File: config.mk
export PLATFORM = sky130hd
export DESIGN_NAME = bus_parity_unit
export DESIGN_NICKNAME = d
export VERILOG_FILES = /design/src/rtl/bus_parity_pkg.sv /design/src/rtl/bus_parity_dp.sv /design/src/rtl/bus_parity_ctrl.sv /design/src/rtl/bus_parity_unit.sv
export SDC_FILE = /design/constraint.sdc
export NUM_CORES = 1
export LEC_CHECK = 0
export CORE_AREA = 2 2 39 41
export DETAILED_ROUTE_END_ITERATION = 10
export DIE_AREA = 0 0 41 43
export DONT_BUFFER_PORTS = 1
export GPL_TIMING_DRIVEN = 0
export PLACE_DENSITY = 0.7
export SYNTH_ARGS = -nofsm -noshare
export SYNTH_HDL_FRONTEND = slang
export SYNTH_SLANG_ARGS = --single-unit
File: constraint.sdc
create_clock -name clk -period 0.9 [get_ports clk]
set_input_delay 0.045 -clock clk [delete_from_list [all_inputs] [get_ports clk]]
set_output_delay 0.045 -clock clk [all_outputs]
set_load 0.05 [all_outputs]
File: src/rtl/bus_parity_pkg.sv
package bus_parity_pkg;
  localparam int CMD_W = 4;
  // command code on the C/BE lines that marks a broadcast transaction
  localparam logic [CMD_W-1:0] CMD_BROADCAST = 4'b0001;

  // strobes from control to datapath, valid in the cycle the bus carries the word
  typedef struct packed {
    logic capture;   // keep the parity of the current word
    logic drivePar;  // drive that parity during the next clock
  } dpStrobe_t;
endpackage

File: src/rtl/bus_parity_dp.sv
module bus_parity_dp
  import bus_parity_pkg::*;
#(
  parameter int DATA_W = 32,
  parameter int LANE_W = 8,
  localparam int LANES = DATA_W / LANE_W
) (
  input  logic              clk,
  input  logic              rstN,
  input  logic [DATA_W-1:0] adIn,
  input  logic [LANES-1:0]  cbeN,
  input  logic              parIn,
  input  dpStrobe_t         strobe,
  output logic              parOut,
  output logic              parOe,
  output logic              parMismatch
);
  logic [LANES-1:0] lanePar;
  logic             wordPar;
  logic             parReg;
  logic             parOeQ;

  // one partial parity per byte lane, each including its own C/BE bit
  for (genvar g = 0; g < LANES; g++) begin : gLane
    assign lanePar[g] = (^adIn[g*LANE_W +: LANE_W]) ^ cbeN[g];
  end
  assign wordPar = ^lanePar;

  always_ff @(posedge clk or negedge rstN) begin
    if (!rstN) begin
      parReg <= 1'b0;
      parOeQ <= 1'b0;
    end else begin
      if (strobe.capture) parReg <= wordPar;
      parOeQ <= strobe.drivePar;
    end
  end

  assign parOut      = parReg;
  assign parOe       = parOeQ;
  assign parMismatch = parIn ^ parReg;

  // the driven bit makes the previous clock's word plus itself even
  assert_par_even_R1: assert property (@(posedge clk) disable iff (!rstN)
    parOe |-> ((parOut ^ $past(^{adIn, cbeN})) == 1'b0));
endmodule

File: src/rtl/bus_parity_ctrl.sv
module bus_parity_ctrl
  import bus_parity_pkg::*;
#(
  parameter int LANES = 4
) (
  input  logic             clk,
  input  logic             rstN,
  input  logic [LANES-1:0] cbeN,
  input  logic             frameN,
  input  logic             irdyN,
  input  logic             trdyN,
  input  logic             isMaster,
  input  logic             isRead,
  input  logic             addrPhase,
  input  logic             perrEn,
  input  logic             serrEn,
  input  logic             errFlagClr,
  input  logic             parMismatch,
  output dpStrobe_t        strobe,
  output logic             perrNOut,
  output logic             perrOe,
  output logic             serrNOut,
  output logic             serrOe,
  output logic             errFlag
);
  logic dataCycle, driveNow, recvAddr, recvData;
  logic errAddr, errData;
  logic chkAddrQ, chkDataQ, bcastQ;
  logic perrLowQ, perrParkQ, serrQ, flagQ;

  always_comb begin
    dataCycle = !addrPhase && (!frameN || !irdyN);
    // the agent owns AD as initiator writing or as target reading
    driveNow  = (addrPhase && isMaster) || (dataCycle && (isMaster != isRead));
    recvAddr  = addrPhase && !isMaster;
    recvData  = !addrPhase && !irdyN && !trdyN && (isMaster == isRead);
    strobe.drivePar = driveNow;
    strobe.capture  = driveNow || recvAddr || recvData;
    errAddr = chkAddrQ && parMismatch;
    errData = chkDataQ && parMismatch;
  end

  always_ff @(posedge clk or negedge rstN) begin
    if (!rstN) begin
      chkAddrQ  <= 1'b0;
      chkDataQ  <= 1'b0;
      bcastQ    <= 1'b0;
      perrLowQ  <= 1'b0;
      perrParkQ <= 1'b0;
      serrQ     <= 1'b0;
      flagQ     <= 1'b0;
    end else begin
      chkAddrQ  <= recvAddr;
      chkDataQ  <= recvData;
      if (addrPhase) bcastQ <= (cbeN == LANES'(CMD_BROADCAST));
      perrLowQ  <= perrEn && errData && !bcastQ;
      perrParkQ <= perrLowQ;
      serrQ     <= serrEn && (errAddr || (errData && bcastQ));
      if (errAddr || errData) flagQ <= 1'b1;
      else if (errFlagClr)    flagQ <= 1'b0;
    end
  end

  assign perrNOut = !perrLowQ;
  assign perrOe   = perrLowQ || perrParkQ;
  assign serrNOut = !serrQ;
  assign serrOe   = serrQ;
  assign errFlag  = flagQ;

  // a low data-error clock follows a completed data phase by two clocks
  assert_perr_delay_R4: assert property (@(posedge clk) disable iff (!rstN)
    (perrOe && !perrNOut) |-> $past(!irdyN && !trdyN, 2));

  // a low clock is always followed by a driven clock
  assert_perr_park_R6: assert property (@(posedge clk) disable iff (!rstN)
    (perrOe && !perrNOut) |=> perrOe);

  // data-error reporting only when enabled on the detecting clock
  assert_perr_gate_R10: assert property (@(posedge clk) disable iff (!rstN)
    (perrOe && !perrNOut) |-> $past(perrEn));

  // a system-error pulse needs a datapath mismatch and the enable
  assert_serr_cause_R7: assert property (@(posedge clk) disable iff (!rstN)
    serrOe |-> ($past(parMismatch) && $past(serrEn)));
endmodule

File: src/rtl/bus_parity_unit.sv
module bus_parity_unit
  import bus_parity_pkg::*;
#(
  parameter int DATA_W = 32,
  parameter int LANE_W = 8,
  localparam int LANES = DATA_W / LANE_W
) (
  input  logic              clk,
  input  logic              rstN,
  input  logic [DATA_W-1:0] adIn,
  input  logic [LANES-1:0]  cbeN,
  input  logic              parIn,
  input  logic              frameN,
  input  logic              irdyN,
  input  logic              trdyN,
  input  logic              isMaster,
  input  logic              isRead,
  input  logic              addrPhase,
  input  logic              perrEn,
  input  logic              serrEn,
  input  logic              errFlagClr,
  output logic              parOut,
  output logic              parOe,
  output logic              perrNOut,
  output logic              perrOe,
  output logic              serrNOut,
  output logic              serrOe,
  output logic              errFlag
);
  dpStrobe_t strobe;
  logic      parMismatch;

  bus_parity_dp #(.DATA_W(DATA_W), .LANE_W(LANE_W)) uDp (
    .clk(clk), .rstN(rstN), .adIn(adIn), .cbeN(cbeN), .parIn(parIn),
    .strobe(strobe), .parOut(parOut), .parOe(parOe),
    .parMismatch(parMismatch)
  );

  bus_parity_ctrl #(.LANES(LANES)) uCtrl (
    .clk(clk), .rstN(rstN), .cbeN(cbeN), .frameN(frameN), .irdyN(irdyN),
    .trdyN(trdyN), .isMaster(isMaster), .isRead(isRead),
    .addrPhase(addrPhase), .perrEn(perrEn), .serrEn(serrEn),
    .errFlagClr(errFlagClr), .parMismatch(parMismatch), .strobe(strobe),
    .perrNOut(perrNOut), .perrOe(perrOe), .serrNOut(serrNOut),
    .serrOe(serrOe), .errFlag(errFlag)
  );
endmodule

==> results.json, run 1 <==
{
  "rsz0062_at_grt": "yes",
  "ir_drop_v": 0.00105,
  "status": "complete, but fails checks",
  "layout_common_cells": "23 x xnor2_1, 9 x dlygate4sd3_1, 6 x xnor2_2, 5 x dfrtp_1, 4 x xor2_1",
  "maxCapViolCount": 0,
  "clock-sinks": 9,
  "vias": 525,
  "dp_slack_ns": -0.551,
  "postCtsSetupBuffers": 0,
  "crit_type": "in -> reg",
  "required_ns": 1.04,
  "syn_avg_cell_area_um2": 10.2,
  "ys_ff_latch": 9,
  "dpl-instance-area_um2": 724,
  "clockBufferDepth": 2,
  "finalCriticalPeriod_ns": 1.20,
  "power_density_nw_per_um2": 1930,
  "fmax_mhz": 831,
  "fin_crit_sh_pct": 134,
  "clockRootBuffer": "clkbuf_4",
  "hp-class": "in -> reg",
  "ant_nets": 0,
  "clkTransAtPathRegs_ns": 0.06,
  "netlist.area_leader.share_pct": 38.0,
  "report.final.slew_viol_count": 0,
  "worstPathCellList": "xnor2_2 -> xnor2_1 -> xnor2_1 -> xnor3_1 -> xnor2_1 -> mux2_4",
  "fp.dieW_um": 41,
  "critPathCaptureType": "register",
  "clk_latency_ns": 0.26,
  "path_common_cell": "xnor2_1",
  "path_delay_family": "XOR/XNOR gates",
  "syn2layout_area_growth_pct": 37.4,
  "critPathSlowestCell": "xnor3_1",
  "cp_num_buf_inv": 0,
  "fin_total_pwr_mw": 1.83,
  "cts_tree": "yes",
  "ys_seq_area_share_pct": 32.5,
  "design_area_um2": 951,
  "drtIter0Drc": 6,
  "fin_setup_tns_ns": -1.06,
  "grt_use_total_pct": 15.5,
  "final_nets": 131,
  "skew_ns": 0.00122,
  "drive_gt1_share_pct": 26.8,
  "grt_pass1_vias": 514,
  "coreArea_um2": 1380,
  "die_h_um": 43,
  "syn_nets": 116,
  "htreeDepth": 1,
  "drc": 0,
  "place_congestion": 0.617,
  "yosys_warnings": 0,
  "cp_max_fo": 1,
  "setup_viol": 7,
  "fillCellCount": 114,
  "rows": 14,
  "violations": "setup timing",
  "antenna_cells": 0,
  "io_buffers": 0,
  "drt-total-wl_mm": 1.35,
  "fin_ws_ns": -0.304,
  "final_core_util_pct": 68.7,
  "total_leakage_power_nw": 0.370,
  "syn_area_um2": 692,
  "syn_inst": 68,
  "hold_violations": 0,
  "start_util_pct": 50.0,
  "synth_top_cell_by_area": "xnor2_1",
  "grt_max_degree": 10,
  "antenna_found_initial": 0,
  "dieArea_um2": 1760,
  "avgRoutedWirePerCell_um": 13.8,
  "numCtsBuffers": 3,
  "grt-ovfl-total": 0,
  "grt_first_pass_wirelength_mm": 1.84,
  "synth.distinct_cells": 20,
  "startpoint_type": "primary input",
  "via_per_inst": 5.36,
  "synth_area_leaders": "xnor2_1 38%, dfrtp_1 33%, xor2_1 6.3%",
  "worstPathArrival_ns": 1.35,
  "firstDrtPassIters": 2,
  "layout_commonest_cell": "xnor2_1",
  "dp_hpwl_um": 908,
  "worstMarginPinSlew_ns": 0.378,
  "slowest_delay_ns": 0.43,
  "relSlewSlack_pct": 74.7,
  "io_pins": 55
}
-- cell families after synthesis --
group                  after synthesis  share of synthesized area [%]
AO/OA/AOI/OAI                        6                           4.52
XOR/XNOR                            36                           47.6
buffers and inverters                3                           1.63
flip-flops                           9                           32.6
multiplexers                         2                           3.80
AND/OR/NAND/NOR                     12                           9.95
-- per-stage QoR --
step                cells  hold slack, ns
global route           98          0.0275
floorplan              68          -0.251
global placement       84          -0.250
CTS                    98         0.00101
detailed placement     84          -0.250
finish                 98         0.00437
-- path summary, 6_finish.rpt --
| check | start | to | slack (ns) | cells past startpoint |
|---|---|---|---|---|
| max | adIn[7] | uDp.parOut$_DFFE_PN0P_ | -0.30 | 6 |
| min in group asynchronous | rstN | uCtrl.chkAddrQ$_DFF_PN0_ | 0.14 | 1 |
| max reg2reg | uDp.parOut$_DFFE_PN0P_ | uCtrl.errFlag$_DFFE_PN0P_ | -0.10 | 2 |
| min | irdyN | uDp.parOe$_DFF_PN0_ | 0.004 | 3 |
| min reg2reg | uCtrl.perrLowQ$_DFF_PN0_ | uCtrl.perrParkQ$_DFF_PN0_ | 0.47 | 0 |
| max in group asynchronous | rstN | uDp.parOut$_DFFE_PN0P_ | 0.46 | 1 |
-- layout make-up --
cell class                 count  area (um2)  share of cell area [%]
sequential                     9         233                    24.5
multi-input combinational     56         551                    57.9
clock buffer                   4        26.3                    2.76
tap                           16        20.0                    2.11
inverter                       3        18.8                    1.97
timing repair buffer          10         103                    10.8
-- cells in the mapped netlist --
cell type	count
xnor2_1	30
dfrtp_1	9
xor2_1	5
inv_1	3
o21ai_0	3
a21oi_1	2
nand2_1	2
nor2_1	2
mux2_2	1
mux2_4	1
nand2b_1	1
nand3b_1	1
nor2b_1	1
nor3_1	1
nor3b_1	1
nor4_1	1
nor4b_1	1
o22ai_1	1
or2_2	1
xnor3_1	1
-- routing by layer --
layer | routed length, um | global-route usage [%] | vias up
li1 | - | - | 248
met1 | 408 | 13.8 | 249
met2 | 819 | 30.0 | 26
met3 | 106 | 1.57 | 2
met4 | 15 | 8.00 | 0
met5 | 0 | 0 | -
-- state kept, by name, indices dropped and copies added, names as in the netlist --
| register | count |
|---|---|
| uCtrl.bcastQ | 1 |
| uCtrl.chkAddrQ | 1 |
| uCtrl.chkDataQ | 1 |
| uCtrl.errFlag | 1 |
| uCtrl.perrLowQ | 1 |
| uCtrl.perrParkQ | 1 |
| uCtrl.serrOe | 1 |
| uDp.parOe | 1 |
| uDp.parOut | 1 |
-- power breakdown --
part,switching [mW],internal [mW]
Clock,0.133,0.170
Combinational,0.281,0.529
Sequential,0.236,0.483
-- timing repair --
action	4_1_cts	5_1_grt
gates resized for setup	7	11
setup endpoints to repair	10	9
endpoints found under the hold margin	16	0
gates cloned	0	0
hold buffers	10	0
pin swaps	3	8
-- worst min-delay path: cells and delay by family --
family,cells,cell delay [ns]
AO/OA/AOI/OAI,1,0.07
AND/OR/NAND/NOR,2,0.11
No activity file was read; power rests on OpenSTA's default activity.
==> run 2: changes to the inputs <==
==> constraint.sdc (replaced) <==
create_clock -name clk -period 0.9 [get_ports clk]
set_input_delay 0.18 -clock clk [delete_from_list [all_inputs] [get_ports clk]]
set_output_delay 0.18 -clock clk [all_outputs]
set_load 0.05 [all_outputs]
==> results.json, run 2 (synthesis results as in run 1) <==
{
  "startpoint_type": "primary input",
  "grt_pass1_vias": 482,
  "drive_gt1_share_pct": 27.3,
  "total_leakage_power_nw": 0.334,
  "drt-total-wl_mm": 1.28,
  "final_nets": 126,
  "postCtsSetupBuffers": 0,
  "htreeDepth": 1,
  "vias": 515,
  "fp.dieW_um": 41,
  "via_per_inst": 5.54,
  "clock-sinks": 9,
  "grt_max_degree": 10,
  "dieArea_um2": 1760,
  "hold_violations": 0,
  "numCtsBuffers": 3,
  "clkTransAtPathRegs_ns": 0.06,
  "die_h_um": 43,
  "ir_drop_v": 0.00124,
  "layout_commonest_cell": "xnor2_1",
  "fmax_mhz": 769,
  "setup_viol": 11,
  "cts_tree": "yes",
  "grt-ovfl-total": 0,
  "grt_use_total_pct": 14.7,
  "firstDrtPassIters": 3,
  "rsz0062_at_grt": "yes",
  "rrSetupSlack_ns": -0.12,
  "critPathCaptureType": "register",
  "worstMarginPinSlew_ns": 0.418,
  "syn2layout_area_growth_pct": 30.2,
  "worstPathArrival_ns": 1.44,
  "io_pins": 55,
  "layout_common_cells": "24 x xnor2_1, 5 x xor2_1, 5 x dlygate4sd3_1, 5 x dfrtp_1",
  "dp_slack_ns": -0.687,
  "hp-class": "in -> reg",
  "required_ns": 1.04,
  "violations": "setup timing",
  "drtIter0Drc": 2,
  "ant_nets": 0,
  "cp_max_fo": 1,
  "report.final.slew_viol_count": 0,
  "antenna_found_initial": 0,
  "power_density_nw_per_um2": 2000,
  "fin_crit_sh_pct": 144,
  "avgRoutedWirePerCell_um": 13.7,
  "relSlewSlack_pct": 72.1,
  "place_congestion": 0.616,
  "status": "complete, but fails checks",
  "fin_total_pwr_mw": 1.80,
  "fin_ws_ns": -0.400,
  "grt_first_pass_wirelength_mm": 1.83,
  "drc": 0,
  "start_util_pct": 50.0,
  "clk_latency_ns": 0.25,
  "io_buffers": 0,
  "dp_hpwl_um": 928,
  "clockBufferDepth": 2,
  "skew_ns": 0.00604,
  "finalCriticalPeriod_ns": 1.30,
  "coreArea_um2": 1380,
  "clockRootBuffer": "clkbuf_4",
  "crit_type": "in -> reg",
  "antenna_cells": 0,
  "rows": 14,
  "maxCapViolCount": 0
}
run 2: cell types whose count changed in the layout (fill, tap and decap cells not counted):
cell            previous run  this run
xor2_1                     4         5
dlygate4sd3_1              9         5
xnor2_1                   23        24
nor4_1                     1         0
xnor2_4                    1         3
xnor2_2                    6         3
nor4_2                     0         1
xor2_4                     1         0
dlymetal6s4s_1             1         0
run 2: per-layer routing:
layer | GRT usage [%] | wire (um) | vias to the layer above
li1 | - | - | 238
met1 | 14.3 | 393 | 247
met2 | 26.9 | 756 | 28
met3 | 3.66 | 110 | 2
met4 | 6.00 | 15 | 0
met5 | 0 | 0 | -
run 2: worst paths after layout:
path / startpoint / to / cells past startpoint
worst max-delay path: adIn[22] / uDp.parOut$_DFFE_PN0P_ / 6
worst min-delay path: errFlagClr / uCtrl.errFlag$_DFFE_PN0P_ / 1
worst max register to register: uDp.parOut$_DFFE_PN0P_ / uCtrl.errFlag$_DFFE_PN0P_ / 2
worst min register to register: uCtrl.perrLowQ$_DFF_PN0_ / uCtrl.perrParkQ$_DFF_PN0_ / 0
max in group asynchronous: rstN / uDp.parOut$_DFFE_PN0P_ / 1
min in group asynchronous: rstN / uCtrl.perrParkQ$_DFF_PN0_ / 1
run 2: final cells by class:
cell class / count / area (um2)
repair buffers: 5 / 50.0
clock buffers: 4 / 26.3
well taps: 16 / 20.0
inverters: 3 / 18.8
flip-flops and latches: 9 / 233
fillers: 115 / 483
multi-input cells: 56 / 553
run 2: critical path, cell delays in order:
cell and delay, ns:
xor2_1 0.15, xnor2_1 0.16, xnor2_1 0.14, xnor3_1 0.42
xnor2_1 0.14, mux2_4 0.25
run 2: repair_timing:
action                                  CTS  global route
hold buffers                              5             0
pin swaps                                 4             6
endpoints found under the setup margin   11            12
gates resized for setup                   6            10
endpoints found under the hold margin    11             0
gates cloned                              0             0
run 2: per-stage QoR:
stage	setup TNS (ns)	cell area, um2	instances	utilization (%)	hold WS, ns
after floorplan	-1.29	707	68	-	-0.116
after global placement	-1.59	727	84	52.5	-0.115
after detailed placement	-1.64	727	84	52.5	-0.115
after CTS	-2.51	832	93	60.1	0.0277
after global routing	-2.16	901	93	65.1	0.0261
final	-1.82	901	93	65.1	0.0334
run 2: report_power, final:
part	internal (mW)	switching (mW)
Sequential	0.483	0.233
Clock	0.170	0.129
Combinational	0.518	0.271
